$ cat src/rtl/rc_pkg.sv
package rc_pkg;

  typedef enum logic [2:0] {
    CAUSE_POWER_ON   = 3'd0,
    CAUSE_WDT_RESET  = 3'd1,
    CAUSE_WDT_WAKE   = 3'd2,
    CAUSE_PIN_RESET  = 3'd3,
    CAUSE_SLEEP_WAKE = 3'd4,
    CAUSE_ILLEGAL    = 3'd5
  } cause_e;

  // bit order matches the software write word
  typedef struct packed {
    logic lv;
    logic pd;
    logic to;
    logic por;
  } flags_t;

  localparam int WR_W  = $bits(flags_t);
  localparam int WB_POR = 0;
  localparam int WB_TO  = 1;
  localparam int WB_PD  = 2;
  localparam int WB_LV  = 3;

  localparam flags_t FLAGS_AT_POWER_ON = '{lv: 1'b0, pd: 1'b1, to: 1'b1, por: 1'b0};

endpackage

$ cat src/rtl/rc_sync.sv
module rc_sync #(
  parameter int STAGES = 2
) (
  input  logic clk,
  input  logic rst,
  input  logic d,
  output logic q
);

  generate
    if (STAGES == 0) begin : g_bypass
      assign q = d;
    end else begin : g_chain
      logic [STAGES-1:0] stage_q;
      for (genvar i = 0; i < STAGES; i++) begin : g_stage
        if (i == 0) begin : g_first
          always_ff @(posedge clk) begin
            if (rst) stage_q[0] <= 1'b0;
            else     stage_q[0] <= d;
          end
        end else begin : g_next
          always_ff @(posedge clk) begin
            if (rst) stage_q[i] <= 1'b0;
            else     stage_q[i] <= stage_q[i-1];
          end
        end
      end
      assign q = stage_q[STAGES-1];
    end
  endgenerate

endmodule

$ cat src/rtl/rc_flag_ctrl.sv
module rc_flag_ctrl
  import rc_pkg::*;
(
  input  logic            clk,
  input  logic            rst,
  input  logic            wdt_to,
  input  logic            pin_rst,
  input  logic            irq_wake,
  input  logic            sleep_req,
  input  logic            clrwdt,
  input  logic            sw_we,
  input  logic [WR_W-1:0] sw_wdata,
  input  logic            lv_trip_s,
  output flags_t          flags_q,
  output flags_t          flags_d
);

  logic asleep_q, asleep_d;

  always_comb begin
    flags_d  = flags_q;
    asleep_d = asleep_q;
    // one event per cycle, highest effective one wins
    if (wdt_to) begin
      flags_d.to = 1'b0;
      flags_d.pd = !asleep_q;
      asleep_d   = 1'b0;
    end else if (pin_rst) begin
      flags_d.to = 1'b1;
      flags_d.pd = !asleep_q;
      asleep_d   = 1'b0;
    end else if (irq_wake && asleep_q) begin
      flags_d.to = 1'b1;
      flags_d.pd = 1'b0;
      asleep_d   = 1'b0;
    end else if (sleep_req && !asleep_q) begin
      flags_d.to = 1'b1;
      flags_d.pd = 1'b0;
      asleep_d   = 1'b1;
    end else if (clrwdt && !asleep_q) begin
      flags_d.to = 1'b1;
      flags_d.pd = 1'b1;
    end
    if (sw_we) begin
      flags_d.por = sw_wdata[WB_POR];
      flags_d.lv  = sw_wdata[WB_LV];
    end
    if (lv_trip_s) flags_d.lv = 1'b0;
  end

  always_ff @(posedge clk) begin
    if (rst) begin
      flags_q  <= FLAGS_AT_POWER_ON;
      asleep_q <= 1'b0;
    end else begin
      flags_q  <= flags_d;
      asleep_q <= asleep_d;
    end
  end


  a_r1_power_on_state: assert property (@(posedge clk)
    rst |=> (flags_q == FLAGS_AT_POWER_ON && !asleep_q));


  a_r4_wdt_clears_to: assert property (@(posedge clk) disable iff (rst)
    wdt_to |=> !flags_q.to);


  a_r2_sleep_clears_pd: assert property (@(posedge clk) disable iff (rst)
    (sleep_req && !asleep_q && !wdt_to && !pin_rst) |=> (!flags_q.pd && flags_q.to && asleep_q));


  a_r7_irq_awake_no_effect: assert property (@(posedge clk) disable iff (rst)
    (irq_wake && !asleep_q && !wdt_to && !pin_rst && !sleep_req && !clrwdt)
      |=> ($stable(flags_q.to) && $stable(flags_q.pd)));


  a_r9_por_holds_without_write: assert property (@(posedge clk) disable iff (rst)
    !sw_we |=> $stable(flags_q.por));

  a_r9_ro_bits_ignored: assert property (@(posedge clk) disable iff (rst)
    (sw_we && !wdt_to && !pin_rst && !irq_wake && !sleep_req && !clrwdt &&
     (sw_wdata[WB_TO] != flags_q.to || sw_wdata[WB_PD] != flags_q.pd))
      |=> ($stable(flags_q.to) && $stable(flags_q.pd)));


  a_r10_trip_clears_lv: assert property (@(posedge clk) disable iff (rst)
    lv_trip_s |=> !flags_q.lv);

endmodule

$ cat src/rtl/rc_cause_dec.sv
module rc_cause_dec
  import rc_pkg::*;
(
  input  flags_t flags,
  output cause_e cause
);

  always_comb begin
    case ({flags.por, flags.to, flags.pd})
      3'b011:  cause = CAUSE_POWER_ON;
      3'b101:  cause = CAUSE_WDT_RESET;
      3'b100:  cause = CAUSE_WDT_WAKE;
      3'b111:  cause = CAUSE_PIN_RESET;
      3'b110:  cause = CAUSE_SLEEP_WAKE;
      default: cause = CAUSE_ILLEGAL;
    endcase
  end

endmodule

$ cat src/rtl/rst_cause_tracker.sv
module rst_cause_tracker
  import rc_pkg::*;
#(
  parameter int LV_SYNC_STAGES = 2
) (
  input  logic            clk,
  input  logic            rst,
  input  logic            wdt_timeout_i,
  input  logic            pin_reset_i,
  input  logic            irq_wake_i,
  input  logic            sleep_enter_i,
  input  logic            clr_wdt_i,
  input  logic            lv_trip_i,
  input  logic            sw_we_i,
  input  logic [WR_W-1:0] sw_wdata_i,
  output logic            por_flag_o,
  output logic            to_flag_o,
  output logic            pd_flag_o,
  output logic            lv_flag_o,
  output logic [2:0]      cause_o
);

  logic   lv_trip_s;
  flags_t flags_q, flags_d;
  cause_e cause_d, cause_q;

  rc_sync #(.STAGES(LV_SYNC_STAGES)) u_lv_sync (
    .clk (clk),
    .rst (rst),
    .d   (lv_trip_i),
    .q   (lv_trip_s)
  );

  rc_flag_ctrl u_flags (
    .clk       (clk),
    .rst       (rst),
    .wdt_to    (wdt_timeout_i),
    .pin_rst   (pin_reset_i),
    .irq_wake  (irq_wake_i),
    .sleep_req (sleep_enter_i),
    .clrwdt    (clr_wdt_i),
    .sw_we     (sw_we_i),
    .sw_wdata  (sw_wdata_i),
    .lv_trip_s (lv_trip_s),
    .flags_q   (flags_q),
    .flags_d   (flags_d)
  );

  // decode next-state flags so cause lands in the same cycle as the flags
  rc_cause_dec u_dec (
    .flags (flags_d),
    .cause (cause_d)
  );

  always_ff @(posedge clk) begin
    if (rst) cause_q <= CAUSE_POWER_ON;
    else     cause_q <= cause_d;
  end

  assign por_flag_o = flags_q.por;
  assign to_flag_o  = flags_q.to;
  assign pd_flag_o  = flags_q.pd;
  assign lv_flag_o  = flags_q.lv;
  assign cause_o    = cause_q;


  a_r11_illegal_flagged: assert property (@(posedge clk) disable iff (rst)
    (!por_flag_o && !(to_flag_o && pd_flag_o)) |-> (cause_o == CAUSE_ILLEGAL));

  a_r11_power_on_code: assert property (@(posedge clk) disable iff (rst)
    (!por_flag_o && to_flag_o && pd_flag_o) |-> (cause_o == CAUSE_POWER_ON));


  a_r1_cause_after_reset: assert property (@(posedge clk)
    rst |=> (cause_o == CAUSE_POWER_ON));

endmodule

$ cat config.mk
export PLATFORM = sky130hd
export DESIGN_NAME = rst_cause_tracker
export DESIGN_NICKNAME = d
export VERILOG_FILES = /design/src/rtl/rc_pkg.sv /design/src/rtl/rc_sync.sv /design/src/rtl/rc_flag_ctrl.sv /design/src/rtl/rc_cause_dec.sv /design/src/rtl/rst_cause_tracker.sv
export SDC_FILE = /design/constraint.sdc
export NUM_CORES = 1
export LEC_CHECK = 0
export ABC_CLOCK_PERIOD_IN_PS = 1260
export BUFFER_PORTS_ARGS = -buffer_cell sky130_fd_sc_hd__buf_2
export CAP_MARGIN = 10
export CORE_AREA = 2 2 39 41
export DETAILED_ROUTE_END_ITERATION = 8
export DIE_AREA = 0 0 41 43
export PLACE_DENSITY = 0.59
export SYNTH_ARGS = -nofsm -noshare
export SYNTH_HDL_FRONTEND = slang
export SYNTH_SLANG_ARGS = --single-unit
$ cat constraint.sdc
create_clock -name clk -period 1.26 [get_ports clk]
set_input_delay 0.378 -clock clk [delete_from_list [all_inputs] [get_ports clk]]
set_output_delay 0.378 -clock clk [all_outputs]
set_load 0.1 [all_outputs]
Word-level counts from Yosys, hierarchy flattened
Cells that the tools add are included.

cells by class
  eq/ne operators = 5
  mux-type cells = 7
  reductions and logical operators = 6

operators with widths
  operator                                                                count
  3-bit case mux with 5 select lines                                      1
  3-bit equality test (second input constant)                             4
  2-bit 2-to-1 mux                                                        5
  4-bit OR reduction                                                      1
  3-bit by 2-bit equality test with 1-bit output (second input constant)  1
  1-bit logical AND                                                       3
  2-bit OR reduction                                                      1
  1-bit zero test                                                         1
  1-bit 2-to-1 mux                                                        1

word-level totals
  flip-flop bits (word level) = 10
  input port bits = 13
  output and inout port bits = 7
  logic and storage cells = 26

Depth between registers and ports, before layout
Gate-level depths: netlist of the first run.

  depth in word-level cells = 9
  gate-level depth with buffers = 4
  mapped depth without buffers = 4

Hierarchy
Synthesis of the first run repeated with hierarchy kept, for this count alone.

unflattened totals
  cell total of the unflattened synthesis = 40
  area total of the unflattened synthesis = 421.7 sq um

modules (own cells, without submodules)
  module             times used  cells an instance  area each (sq um)  sequential area each (sq um)
  rc_flag_ctrl       1           25                 247.7              100.1
  rst_cause_tracker  1           6                  78.8               60.1
  rc_sync            1           4                  52.6               40.0
  rc_cause_dec       1           5                  42.5               0.0

Worst setup path before layout of the first run
No wires, ideal clock.

  path type = register -> register
  start = register u_flags.flags_q[1] (netlist name)
  end = register cause_q[0], in the netlist cause_o[0]
  library setup time = 0.136 ns
  arrival time = 1.638 ns
  required time = 1.124 ns
  slack = -0.514 ns
  stages on the path, launching flop included = 5
  path buffers = 0
  period minus slack after synthesis = 1.774 ns
  cells stage by stage = dfxtp_1 -> nor2_1 -> a211o_1 -> a21oi_2 -> a211oi_2

on the way
  word-level cells in the longest chain between the ends = 7
  elaborated cells between the ends (all ways) = 11
  those cells by class = eq/ne (5); mux (6)

ends and longest elaborated chain
  item                                                                                   RTL line                 source
  2-bit 2-to-1 mux *                                                                     rc_flag_ctrl.sv:40       end else if (clrwdt && !asleep_q) begin
  2-bit 2-to-1 mux *                                                                     rc_flag_ctrl.sv:36       end else if (sleep_req && !asleep_q) begin
  2-bit 2-to-1 mux *                                                                     rc_flag_ctrl.sv:32       end else if (irq_wake && asleep_q) begin
  2-bit 2-to-1 mux *                                                                     rc_flag_ctrl.sv:28       end else if (pin_rst) begin
  2-bit 2-to-1 mux *                                                                     rc_flag_ctrl.sv:24       if (wdt_to) begin
  3-bit equality test or 3-bit by 2-bit equality test with 1-bit output (tied branches)  rc_cause_dec.sv:9        case ({flags.por, flags.to, flags.pd})
  3-bit case mux with 5 select lines *                                                   rc_cause_dec.sv:9
  end signal: assignment                                                                 rst_cause_tracker.sv:57  else cause_q <= cause_d;
  end: declaration                                                                       rst_cause_tracker.sv:25  cause_e cause_d, cause_q;

Every way passes the cells marked *; elsewhere a longest branch is shown, timed or not.
A chain may end at the register's enable or synchronous reset.

Final worst setup path of the first run
  start = register u_flags.asleep_q
  end = register u_flags.flags_q[2] (netlist name)

on the way
  word-level cells in the longest chain between the ends = 7
  elaborated cells between the ends (all ways) = 9
  those cells by class = mux (5); reduce/logical (4)

ends and longest elaborated chain
  item                      RTL line            source
  start: declaration        rc_flag_ctrl.sv:18  logic asleep_q, asleep_d;
  start signal: assignment  rc_flag_ctrl.sv:57  asleep_q <= asleep_d;
  1-bit zero test           n/a
  1-bit logical AND         rc_flag_ctrl.sv:40
  2-bit 2-to-1 mux          rc_flag_ctrl.sv:40
  2-bit 2-to-1 mux          rc_flag_ctrl.sv:36
  2-bit 2-to-1 mux          rc_flag_ctrl.sv:32
  2-bit 2-to-1 mux          rc_flag_ctrl.sv:28
  2-bit 2-to-1 mux *        rc_flag_ctrl.sv:24

Marked as above.

==> results by stage, run 1 <==
Power and ir drop:
- The analysis attributes to net switching a power of 0.000270 W.
- The clock power share is 0.316.
- The switching share of power is 0.308.
- The static leakage is 0.300 nW.
- The share of total power dissipated in sequential elements is 0.400.
- IR analysis of the VDD net gives a maximum drop of 0.781 mV.
- The power per cell area is 1210 nW/um^2.
- After layout, the design draws a total of 0.000875 W.
- The combinational share of power is 0.284.
- The internal portion of total power is 0.000605 W.

Timing:
- The final number of hold-violating endpoints is 0.
- Setup violations remaining at the end of the flow were counted as 0.
- The actual transition at the worst max-transition pin is 348 ps.
- The number of max-slew violations in the final report is 0.
- The post-layout minimum cycle time is 1210 ps.
- The final setup skew is 0.393 ps.
- The final period utilization is 0.959.
- The maximum clock frequency is 828 MHz.
- Setup repair after global routing left no endpoint under its margin.
- After layout, the worst setup slack is 51.6 ps.
- Measured against its own limit, the worst slew margin works out to 0.762.

Critical path:
- The delay contributed by the slowest stage of the critical path is 370 ps.
- The largest individual stage delay along the critical path comes from the cell sky130_fd_sc_hd__dfxtp_4.
- The worst setup path is of the reg2reg kind.
- The critical path crosses 3 cells after its start point.
- In this run the worst path has a maximum fanout of 7.
- Together, buffers and inverters on the worst path number 0.
- The worst setup path is launched from a register.
- The startpoint identified for the worst register-to-register timing path is u_flags.asleep_q.
- STA classifies the critical path endpoint as a register.
- The origin of the worst setup path is u_flags.asleep_q.
- The worst register-to-register path ends at u_flags.flags_q[2].
- The signal arrival time at the worst endpoint is 1350 ps.
- Broken down by cell family, the worst path's largest delay share belongs to simple AND/OR/NAND/NOR gates.
- The critical path ends at u_flags.flags_q[2].
- Walking the worst path, the cells encountered are nand2b_1 > and4_1 > or3_1.
- The required time of the critical path is 1400 ps.
- The number of cells on the worst reg-to-reg path is 3.
- The worst reg-to-reg setup slack is 50 ps.

Detailed routing:
- After detailed routing, the average wire length per cell comes to 11.1 microns.
- The residual antenna-violating net count after detailed routing is 0.
- For this block, the routed nets add up to 902 microns of wire.
- In this run, the number of DRC markers left after iteration 0 of detailed routing was 7.
- The detailed router placed 384 vias in this run.
- The first detailed-routing pass ran for 4 iterations.
- For this run, design rule violations remaining after detail routing come to 0.
- Dividing the detail-routed via count by the number of cells gives 4.74.

Hold path:
- In this run the worst hold path is classified as in2reg.
- The count of cells along the worst hold path is 2.

Floorplanning:
- The standard cell core area is 1380 sq um.
- The die is 41 microns wide.
- The site row count is 14.
- 20 I/O pins were placed.
- The die covers 1760 sq um.
- The starting density of the core is 0.303.
- The vertical die dimension is 43 microns.

Global routing:
- Across every metal layer, demand over resource in global routing totals 0.124.
- The via count of the first global-routing pass is 354.
- The total overflow left after global routing is 0.
- The maximum number of pins on one net before global-route repair is 10.
- The initial antenna violation count is 0.
- The first-pass GRT wire length is 1.44 mm.

Finish:
- The antenna diode instance count is 0.
- The finished cells cover 722 sq um.
- The fraction of layout cells with a size suffix above 1 is 0.585.
- The post-layout instance count excluding filler cells is 81.
- The net count of the finished layout is 79.
- The number of fillers in the final layout is 133.
- The area growth from synthesis to layout is 72.2%.

Clock tree:
- The tree is rooted in a sky130_fd_sc_hd__clkbuf_4.
- The number of hold buffers added after CTS was 0.
- In this run the number of H-tree levels came out at 1.
- The total clock buffers created by CTS is 3.
- The CTS tree is done.
- The post-CTS setup-driven buffer insertion count is 0.
- The clock reaches the later pin of the worst-skew pair after 250 ps.
- Counting along the longest clock path gives a buffer depth of 2.
- The clock sink total is 10.
- After clock tree synthesis, the clock-pin slew on the worst setup and hold paths is 60 ps.

Placed design:
- The sum of net half-perimeters after detailed placement is 675 microns.
- Counting tap cells, the placed design contains a total of 77 instances.
- The routability-driven placement congestion ratio is 0.671.
- The instance area after placement is 666 sq um.
- During placement, the flow inserted port buffers numbering 17.
- Timing analysis after detailed placement gives a worst setup slack of -116 ps.

Synthesis:
- Counting every net in the synthesized netlist gives 54.
- The register bit total from synthesis is 10.
- The total number of yosys warnings is 0.
- The sequential area share after synthesis is 0.478.
- The number of enable flip-flop cells after synthesis is 0.
- Among all flip-flop cells after synthesis, the most frequent one is sky130_fd_sc_hd__dfxtp_1.
- The summed instance area of the synthesized netlist is 419 sq um.
- Of all flip-flops after synthesis, the portion carrying an async set or reset was 0.
- The proportion of netlist area held by the largest area contributor is 0.478.
- By count the netlist is led by 10 x sky130_fd_sc_hd__dfxtp_1, 4 x sky130_fd_sc_hd__nand2b_1, 4 x sky130_fd_sc_hd__nor3_1.
- Among all cell types in the netlist, the one instantiated most often is sky130_fd_sc_hd__dfxtp_1.
- The cell count after synthesis is 41.
- The count of unique library cells instantiated by Yosys is 20.
- In the post-synthesis netlist, the biggest area contributors are sky130_fd_sc_hd__dfxtp_1 48%, sky130_fd_sc_hd__nand2b_1 6.0%, sky130_fd_sc_hd__nor4b_4 5.7%, sky130_fd_sc_hd__mux2i_1 4.8%, sky130_fd_sc_hd__nor3_1 4.8%.
- The leading area contributor after synthesis is sky130_fd_sc_hd__dfxtp_1.
- Each instance of the synthesized netlist takes up on average 10.2 sq um.

Run status:
- The flow ran to the end, and the final reports show no timing, DRC or antenna violations.

Job:
- Across the run, the number of max-cap violations was 0.
[logic make-up (layout without fill, tap and decap cells)]
logic type | Yosys count | count (layout) | share of synthesized area
multiplexers | 2 | 2 | 0.0478
flip-flops | 10 | 10 | 0.478
AO/OA/AOI/OAI | 9 | 9 | 0.173
AND/OR/NAND/NOR | 20 | 20 | 0.301
buffers and inverters | 0 | 24 | 0
[registers in the layout, indices dropped and copies added, names as in the netlist]
signal	flops
u_lv_sync.g_chain.stage_q	1
cause_o	3
u_flags.flags_q	4
u_lv_sync.q	1
u_flags.asleep_q	1
[per-stage QoR]
stage	setup TNS [ps]	util	hold WS (ps)
after global placement	-262	0.481	369
after global routing	0	0.522	354
after CTS	0	0.507	319
after floorplan	-9.74	-	366
after detailed placement	-301	0.481	379
final	0	0.522	329
[area by class of cell]
class / instances / area (sq um) / area share
clock buffer: 4 / 36.3 / 0.0503
sequential: 10 / 218 / 0.302
tap: 16 / 20.0 / 0.0277
multi-input combinational: 31 / 235 / 0.326
timing repair buffer: 20 / 213 / 0.295
[power by group through the flow]
stage	clock (W)	combinational (W)	sequential, W
floorplan	0	0.0000440	0.000452
global placement	0	0.000243	0.000358
detailed placement	0	0.000244	0.000358
CTS	0.000288	0.000245	0.000352
global route	0.000307	0.000261	0.000353
finish	0.000276	0.000248	0.000350
[worst min-delay path by stage]
stage | startpoint | endpoint | slack (ps)
floorplan | u_lv_sync.q | u_flags.flags_q[3] | 370
global placement | u_lv_sync.q | u_flags.flags_q[3] | 370
detailed placement | u_lv_sync.q | u_flags.flags_q[3] | 380
CTS | lv_trip_i | u_lv_sync.g_chain.stage_q[0] | 320
global route | lv_trip_i | u_lv_sync.g_chain.stage_q[0] | 350
finish | lv_trip_i | u_lv_sync.g_chain.stage_q[0] | 330
[worst register-to-register path: cells and delay by family, from the launching register on]
family | cells | cell delay (ps)
DFF | 1 | 370
and+or+nand+nor | 3 | 720
[per-layer routing]
metal,up-vias,GRT usage,wire length (microns)
met3,2,0.0471,60
met5,-,0,0
met2,13,0.141,397
li1,205,-,-
met1,164,0.176,435
met4,0,0.100,9
[cell usage in the layout, fill, tap and decap left out, types with 2 or more instances in the layout]
master	n
sky130_fd_sc_hd__clkbuf_4	3
sky130_fd_sc_hd__dfxtp_1	2
sky130_fd_sc_hd__nor3_1	3
sky130_fd_sc_hd__dfxtp_2	5
sky130_fd_sc_hd__mux2i_1	2
sky130_fd_sc_hd__nand2b_1	4
sky130_fd_sc_hd__a21oi_1	2
sky130_fd_sc_hd__buf_12	7
sky130_fd_sc_hd__nand2_1	2
sky130_fd_sc_hd__buf_4	3
sky130_fd_sc_hd__nor2b_1	2
sky130_fd_sc_hd__a211oi_2	2
sky130_fd_sc_hd__buf_2	10
sky130_fd_sc_hd__nor2_1	3
sky130_fd_sc_hd__dfxtp_4	3
[timing repair]
item	in CTS	in global routing
endpoints found under the setup margin	0	5
hold endpoints to repair	0	0
resized for setup	0	5
Power figures use the tool's default switching activity.
==> run 2, diff against run 1 <==
--- a/config.mk
+++ b/config.mk
@@ -7,3 +7,3 @@
 export LEC_CHECK = 0
-export ABC_CLOCK_PERIOD_IN_PS = 1260
+export ABC_CLOCK_PERIOD_IN_PS = 1500
 export BUFFER_PORTS_ARGS = -buffer_cell sky130_fd_sc_hd__buf_2
==> constraint.sdc (replaced) <==
create_clock -name clk -period 1.5 [get_ports clk]
set_input_delay 0.45 -clock clk [delete_from_list [all_inputs] [get_ports clk]]
set_output_delay 0.45 -clock clk [all_outputs]
set_load 0.02 [all_outputs]
==> run 2 against run 1 <==
Against the previous run:
- first-iteration DRC count grew 100%
- critical endpoint is now to_flag_o
- largest cell class unchanged
- hold slack gained 65 ps
- sequential share of layout area grew 5.6 points
==> results by stage, run 2 (synthesized netlist as in run 1, its figures left out) <==
Run status:
- The run finished with clean final reports.

Finish:
- The library cell used most frequently in the layout, excluding fill and tap cells, is sky130_fd_sc_hd__buf_2.
- The multi-input combinational cells in the finished layout cover a total of 219 sq um.
- The filler cells instantiated in the layout total 145.
- After the flow finishes, the layout carries non-filler instances totaling 78.
- The repair_antennas step left the layout with diodes totalling 0.
- The final layout contains 76 nets.
- The final core area utilization is 0.405.
- The number of flip-flops under the largest register name is 4.
- In the final layout, the share of cells above drive strength 1 is 0.403.
- The register bank with the most flops is u_flags.flags_q.
- Across the whole layout, storage elements account for 200 sq um.
- In the layout the commonest cells are 17 x sky130_fd_sc_hd__buf_2, 10 x sky130_fd_sc_hd__dfxtp_1, 4 x sky130_fd_sc_hd__nand2b_1, 4 x sky130_fd_sc_hd__nor3_1.
- The area growth from synthesis to layout is 33.7%.

Floorplanning:
- The vertical die dimension is 43 microns.
- The initial utilization of the core area, before any placement, comes to 0.303.
- In this run the core area contains 14 standard-cell rows.
- The area of the die is 1760 sq um.
- The standard cell core area is 1380 sq um.
- The count of boundary I/O pins is 20.
- Measured along the x axis, the die boundary spans 41 microns.

Placed design:
- The sum of net half-perimeters after detailed placement is 590 microns.
- The post-placement cell count is 74.
- The number of buffer cells added on primary ports is 17.
- The congestion estimate from routability-driven global placement came to 0.650.

Clock tree:
- Once the clock tree was built, the setup fixing pass inserted 0 buffers.
- The number of buffers on the longest clock path is 2.
- The total clock buffers created by CTS is 3.
- In this run, post-CTS repair resized a total of 0 instances.
- Buffers inserted to repair hold after CTS numbered 0.
- Clock-pin slew was measured on the worst setup and hold paths at 70 ps.
- Counting every sink on the clock net gives 10.
- CTS built an H-tree with a depth of 1.
- The root buffer cell chosen for the clock tree is sky130_fd_sc_hd__clkbuf_4.
- The CTS tree is done.
- The clock latency on the worst-skew pair is 260 ps.

Detailed routing:
- The residual antenna-violating net count after detailed routing is 0.
- The final route contains 367 vias.
- After detailed routing, the average wire length per cell comes to 9.78 microns.
- For this block, the routed nets add up to 763 microns of wire.
- After detailed routing, the number of remaining DRC violations is 0.
- The first detailed-routing pass took 4 iterations.
- In the routed layout, each cell is associated on average with a via count of 4.71.
- In this run, the number of DRC markers left after iteration 0 of detailed routing was 14.

Global routing:
- The initial antenna violation count is 0.
- The overall global routing resource usage is 0.108.
- The aggregate global routing overflow is 0.
- The maximum number of pins on one net before global-route repair is 10.
- The via count of the first global-routing pass is 345.
- The first-pass GRT wire length is 1.28 mm.

Power and ir drop:
- The switching component of the power is 0.000151 W.
- The power per cell area is 1100 nW/um^2.
- Cell internal power was estimated by the tool at 0.000465 W.
- Of the total power, registers draw 0.466.
- Of the total power, the clock network draws 0.389.
- The switching share of power is 0.245.
- The analysis attributes to cell leakage a power of 0.249 nW.
- Of the total power, combinational logic draws 0.145.
- The worst IR drop on VDD is 0.361 mV.

Timing:
- Setup violations remaining at the end of the flow were counted as 0.
- Of the available clock period, the critical path in the final layout requires 0.859.
- Across all hold checks on the routed design, the worst slack comes to 395 ps.
- The post-layout minimum cycle time is 1290 ps.
- Setup repair after global routing left no endpoint under its margin.
- The number of max-slew violations in the final report came to 0.
- Summed over all failing endpoints, the final setup total negative slack is 0 ps.
- On the final layout, the worst clock skew is 2.51 ps.
- The final number of hold-violating endpoints is 0.
- Timing would allow up to 776 MHz.
- At the pin with the least slew margin, the transition time is 381 ps.
- Measured against its own limit, the worst slew margin works out to 0.739.

Critical path:
- The number of buffer and inverter stages on the critical path is 1.
- The worst setup path is of the reg2out kind.
- The delay contributed by the slowest stage of the critical path is 390 ps.
- The cell family contributing the most delay on the critical path is flip-flops.
- The highest fanout seen on the critical path is 3.
- The signal arrival time at the worst endpoint is 840 ps.
- STA classifies the critical path startpoint as a register.
- The worst setup path is captured at an output pin.
- The cell with the biggest individual delay on the critical path is sky130_fd_sc_hd__dfxtp_1.
- At the worst endpoint, the required time is 1050 ps.
- The signal on the critical path passes through buf_2.

Hold path:
- The class of the tightest hold or removal check is reg2reg.

Job:
- The tool flagged a number of max-cap violations equal to 0.
[run 2: cell count changes in the layout (fill, tap and decap cells not counted), moves of 3 or more]
cell                      change
sky130_fd_sc_hd__buf_12       -7
sky130_fd_sc_hd__buf_2        +7
sky130_fd_sc_hd__buf_4        -3
sky130_fd_sc_hd__dfxtp_1      +8
sky130_fd_sc_hd__dfxtp_2      -5
sky130_fd_sc_hd__dfxtp_4      -3
[run 2: final timing paths]
kind / start / end / slack, ps / depth (start not counted)
setup reg to reg: u_flags.asleep_q / cause_o[0] / 250 / 4
hold reg to reg: u_lv_sync.q / u_flags.flags_q[3] / 390 / 1
hold / removal: u_lv_sync.q / u_flags.flags_q[3] / 390 / 1
setup / recovery: u_flags.flags_q[1] / to_flag_o / 210 / 1
[run 2: layer usage]
| metal | global-route usage | wire (microns) |
|---|---|---|
| met1 | 0.129 | 350 |
| met2 | 0.153 | 377 |
| met3 | 0.0314 | 35 |
| met4 | 0.0800 | 0 |
| met5 | 0 | 0 |
[run 2: layout make-up]
cell class | count | area share
multi-input combinational | 31 | 0.391
clock buffer | 4 | 0.0647
sequential | 10 | 0.357
timing repair buffer | 17 | 0.152
tap | 16 | 0.0357
[run 2: power groups by stage]
stage	registers [W]	clock network, W	logic [W]
global route	0.000289	0.000264	0.0000993
floorplan	0.000308	0	0.0000370
detailed placement	0.000293	0	0.0000893
CTS	0.000287	0.000247	0.0000900
global placement	0.000293	0	0.0000892
finish	0.000287	0.000240	0.0000890
[run 2: metrics by stage]
step | total power, W | instance area [sq um] | worst slack [ps]
after detailed placement | 0.000383 | 524 | 83.2
after floorplan | 0.000345 | 419 | 291
final | 0.000616 | 561 | 211
after global placement | 0.000383 | 524 | 94.6
after CTS | 0.000624 | 561 | 200
after global routing | 0.000652 | 561 | 108
==> run 3, diff against run 2 <==
Settings changed: SETUP_SLACK_MARGIN from default to 0.3.
==> run 3 against run 2 <==
Against the previous run:
- largest power group unchanged
- sequential cell count did not move
- first-iteration DRC count down 57%
- clock skew is 0.52 ps higher
- highest routed layer is now met4
- clock-buffer cell count unchanged
- global-route usage up 1.2 points
- via count increased by 4.9%
- clock power grew 2%
==> results by stage, run 3 (synthesized netlist as in run 1, its figures left out) <==
Run status:
- The flow ran to the end, and the final reports show no timing, DRC or antenna violations.

Critical path:
- Traced cell by cell, the critical path runs through buf_6.
- The classification of the worst setup path is reg2out.
- The startpoint identified for the worst register-to-register timing path is u_flags.asleep_q.
- The signal arrival time at the worst endpoint is 750 ps.
- In this run the critical register-to-register path is captured at cause_o[0].
- The worst setup path is launched from a register.
- The number of cells on the worst reg-to-reg path is 4.
- Setup slack on the worst reg-to-reg path comes out at 320 ps.
- Counting both buffers and inverters, the worst setup path holds a total of 1.
- The capturing element type of the critical path is an output pin.
- In this run the worst path has a maximum fanout of 3.
- The slowest stage of the critical path belongs to the cell sky130_fd_sc_hd__dfxtp_4.
- The family of cells with the greatest summed delay on the critical path is flip-flops.
- The largest single stage delay on the critical path is 360 ps.
- For the worst setup path, the data required time is 1050 ps.

Finish:
- At the end of the flow the core is filled with cells to 0.462.
- The most common cell after layout, fill and taps aside is sky130_fd_sc_hd__buf_2.
- In the layout the commonest cells are 10 x sky130_fd_sc_hd__buf_2, 5 x sky130_fd_sc_hd__dfxtp_1, 5 x sky130_fd_sc_hd__buf_4, 4 x sky130_fd_sc_hd__buf_6.
- The antenna diode instance count is 0.
- The net count reported at finish is 78.
- The area growth from synthesis to layout is 52.5%.
- The fraction of layout cells with a size suffix above 1 is 0.563.
- u_flags.flags_q holds more flip-flops than any other register.
- The register with the most flip-flops in the layout has 4 of them.

Hold path:
- The path with the worst hold slack has its endpoint at u_lv_sync.g_chain.stage_q[0].
- The count of cells along the worst hold path is 2.
- The min-delay analysis places its worst path in the category in2reg.
- The beginning of the worst hold path is lv_trip_i.

Clock tree:
- The tree is rooted in a sky130_fd_sc_hd__clkbuf_4.
- The clock latency on the worst-skew pair is 270 ps.
- The clock sink total is 10.
- TritonCTS built the clock tree.
- No sink is reached through more buffers than the 2 on the longest clock path.
- In this run, CTS created clock tree buffers numbering 3.
- CTS built an H-tree with a depth of 1.
- The count of hold buffers inserted by post-cts repair is 0.
- The clock transition time at the flip-flop clock pins of the worst setup and hold paths is 70 ps.

Global routing:
- The via count of the first global-routing pass is 337.
- The first-pass GRT wire length is 1.41 mm.
- The overall global routing resource usage is 0.120.
- The aggregate global routing overflow is 0.
- The initial antenna violation count was 0.
- Entering global routing, the biggest net connects 10 pins.

Floorplanning:
- The total area inside the core boundary comes to 1380 sq um.
- The die covers 1760 sq um.
- During I/O placement, the number of pins put on the boundary was 20.
- The starting density of the core is 0.303.
- From left edge to right edge, the die measures 41 microns.
- The site row count is 14.
- The vertical die dimension is 43 microns.

Timing:
- The final number of hold-violating endpoints is 0.
- At the pin with the least slew margin, the transition time is 358 ps.
- The hold slack is 392 ps.
- The setup-violating endpoint count in the final report is 0.
- The setup total negative slack is 0 ps.
- The post-layout minimum cycle time is 1200 ps.
- The worst path meets setup with 300 ps of slack.
- The maximum clock frequency is 834 MHz.
- Setup repair after global routing could not meet its margin everywhere.
- The worst slew slack as a fraction of its limit is 0.754.
- Of the available clock period, the critical path in the final layout requires 0.800.
- The number of max-slew violations in the final report is 0.
- The final setup skew is 3.04 ps.

Detailed routing:
- The average detailed-routed wire length per instance is 10.8 microns.
- The first-pass iteration count of the detailed router is 4.
- The via total after detailed routing is 385.
- The number of violations reported at the end of detailed-routing iteration 0 is 6.
- The average vias per placed instance is 4.81.
- The total DRC errors in the routed layout is 0.
- The final wirelength is 862 microns.
- The residual antenna-violating net count after detailed routing is 0.

Placed design:
- The congestion estimate from routability-driven global placement came to 0.634.
- The worst slack after detailed placement is 89.8 ps.
- The number of buffer cells added on primary ports is 17.
- The sum of net half-perimeters after detailed placement is 586 microns.

Job:
- The tool flagged a number of max-cap violations equal to 0.

Power and ir drop:
- The total power consumption of the routed design is 0.000643 W.
- The worst-case IR drop observed on VDD is 0.344 mV.
- For this design the ratio of total power to cell area is 1010 nW/um^2.
- The static leakage is 0.274 nW.
==> run 3: final cells by class <==
cell class / count / area, sq um
multi-input combinational: 31 / 239
sequential: 10 / 211
fill: 136 / 744
tap: 16 / 20.0
timing repair buffer: 19 / 133
clock buffer: 4 / 36.3
==> run 3: how the worst max path moves through the flow <==
stage                      end               start  cells past startpoint
finish               to_flag_o  u_flags.flags_q[1]                      1
global route        cause_o[0]    u_flags.asleep_q                      4
CTS                  to_flag_o  u_flags.flags_q[1]                      1
detailed placement  cause_o[1]         pin_reset_i                      5
global placement    cause_o[0]         pin_reset_i                      5
floorplan           cause_o[1]         pin_reset_i                      4
==> run 3: report_power, final <==
group | internal (W) | leakage, nW | switching (W)
Combinational | 0.0000544 | 0.169 | 0.0000565
Clock | 0.000147 | 0.0210 | 0.0000967
Sequential | 0.000280 | 0.0838 | 0.00000857
Total | 0.000481 | 0.274 | 0.000162
==> run 3: metal layers <==
layer | part of all wire | routed length, microns | GRT usage
met4 | 0.023 | 20 | 0.100
met2 | 0.51 | 443 | 0.156
met3 | 0.030 | 26 | 0.0314
met1 | 0.43 | 372 | 0.156
met5 | 0 | 0 | 0
==> run 3: stage by stage <==
stage               instance area [sq um]  std cells
floorplan                             420         41
global placement                      526         74
detailed placement                    526         74
CTS                                   591         78
global route                          639         80
finish                                639         80
==> run 3: repair_timing <==
| item | 4_1_cts | 5_1_grt |
|---|---|---|
| pin swaps | 0 | 2 |
| buffers inserted | 0 | 2 |
| setup endpoints to repair | 8 | 11 |
| endpoints found under the hold margin | 0 | 0 |
| gates resized for setup | 11 | 10 |
| gates cloned | 0 | 0 |
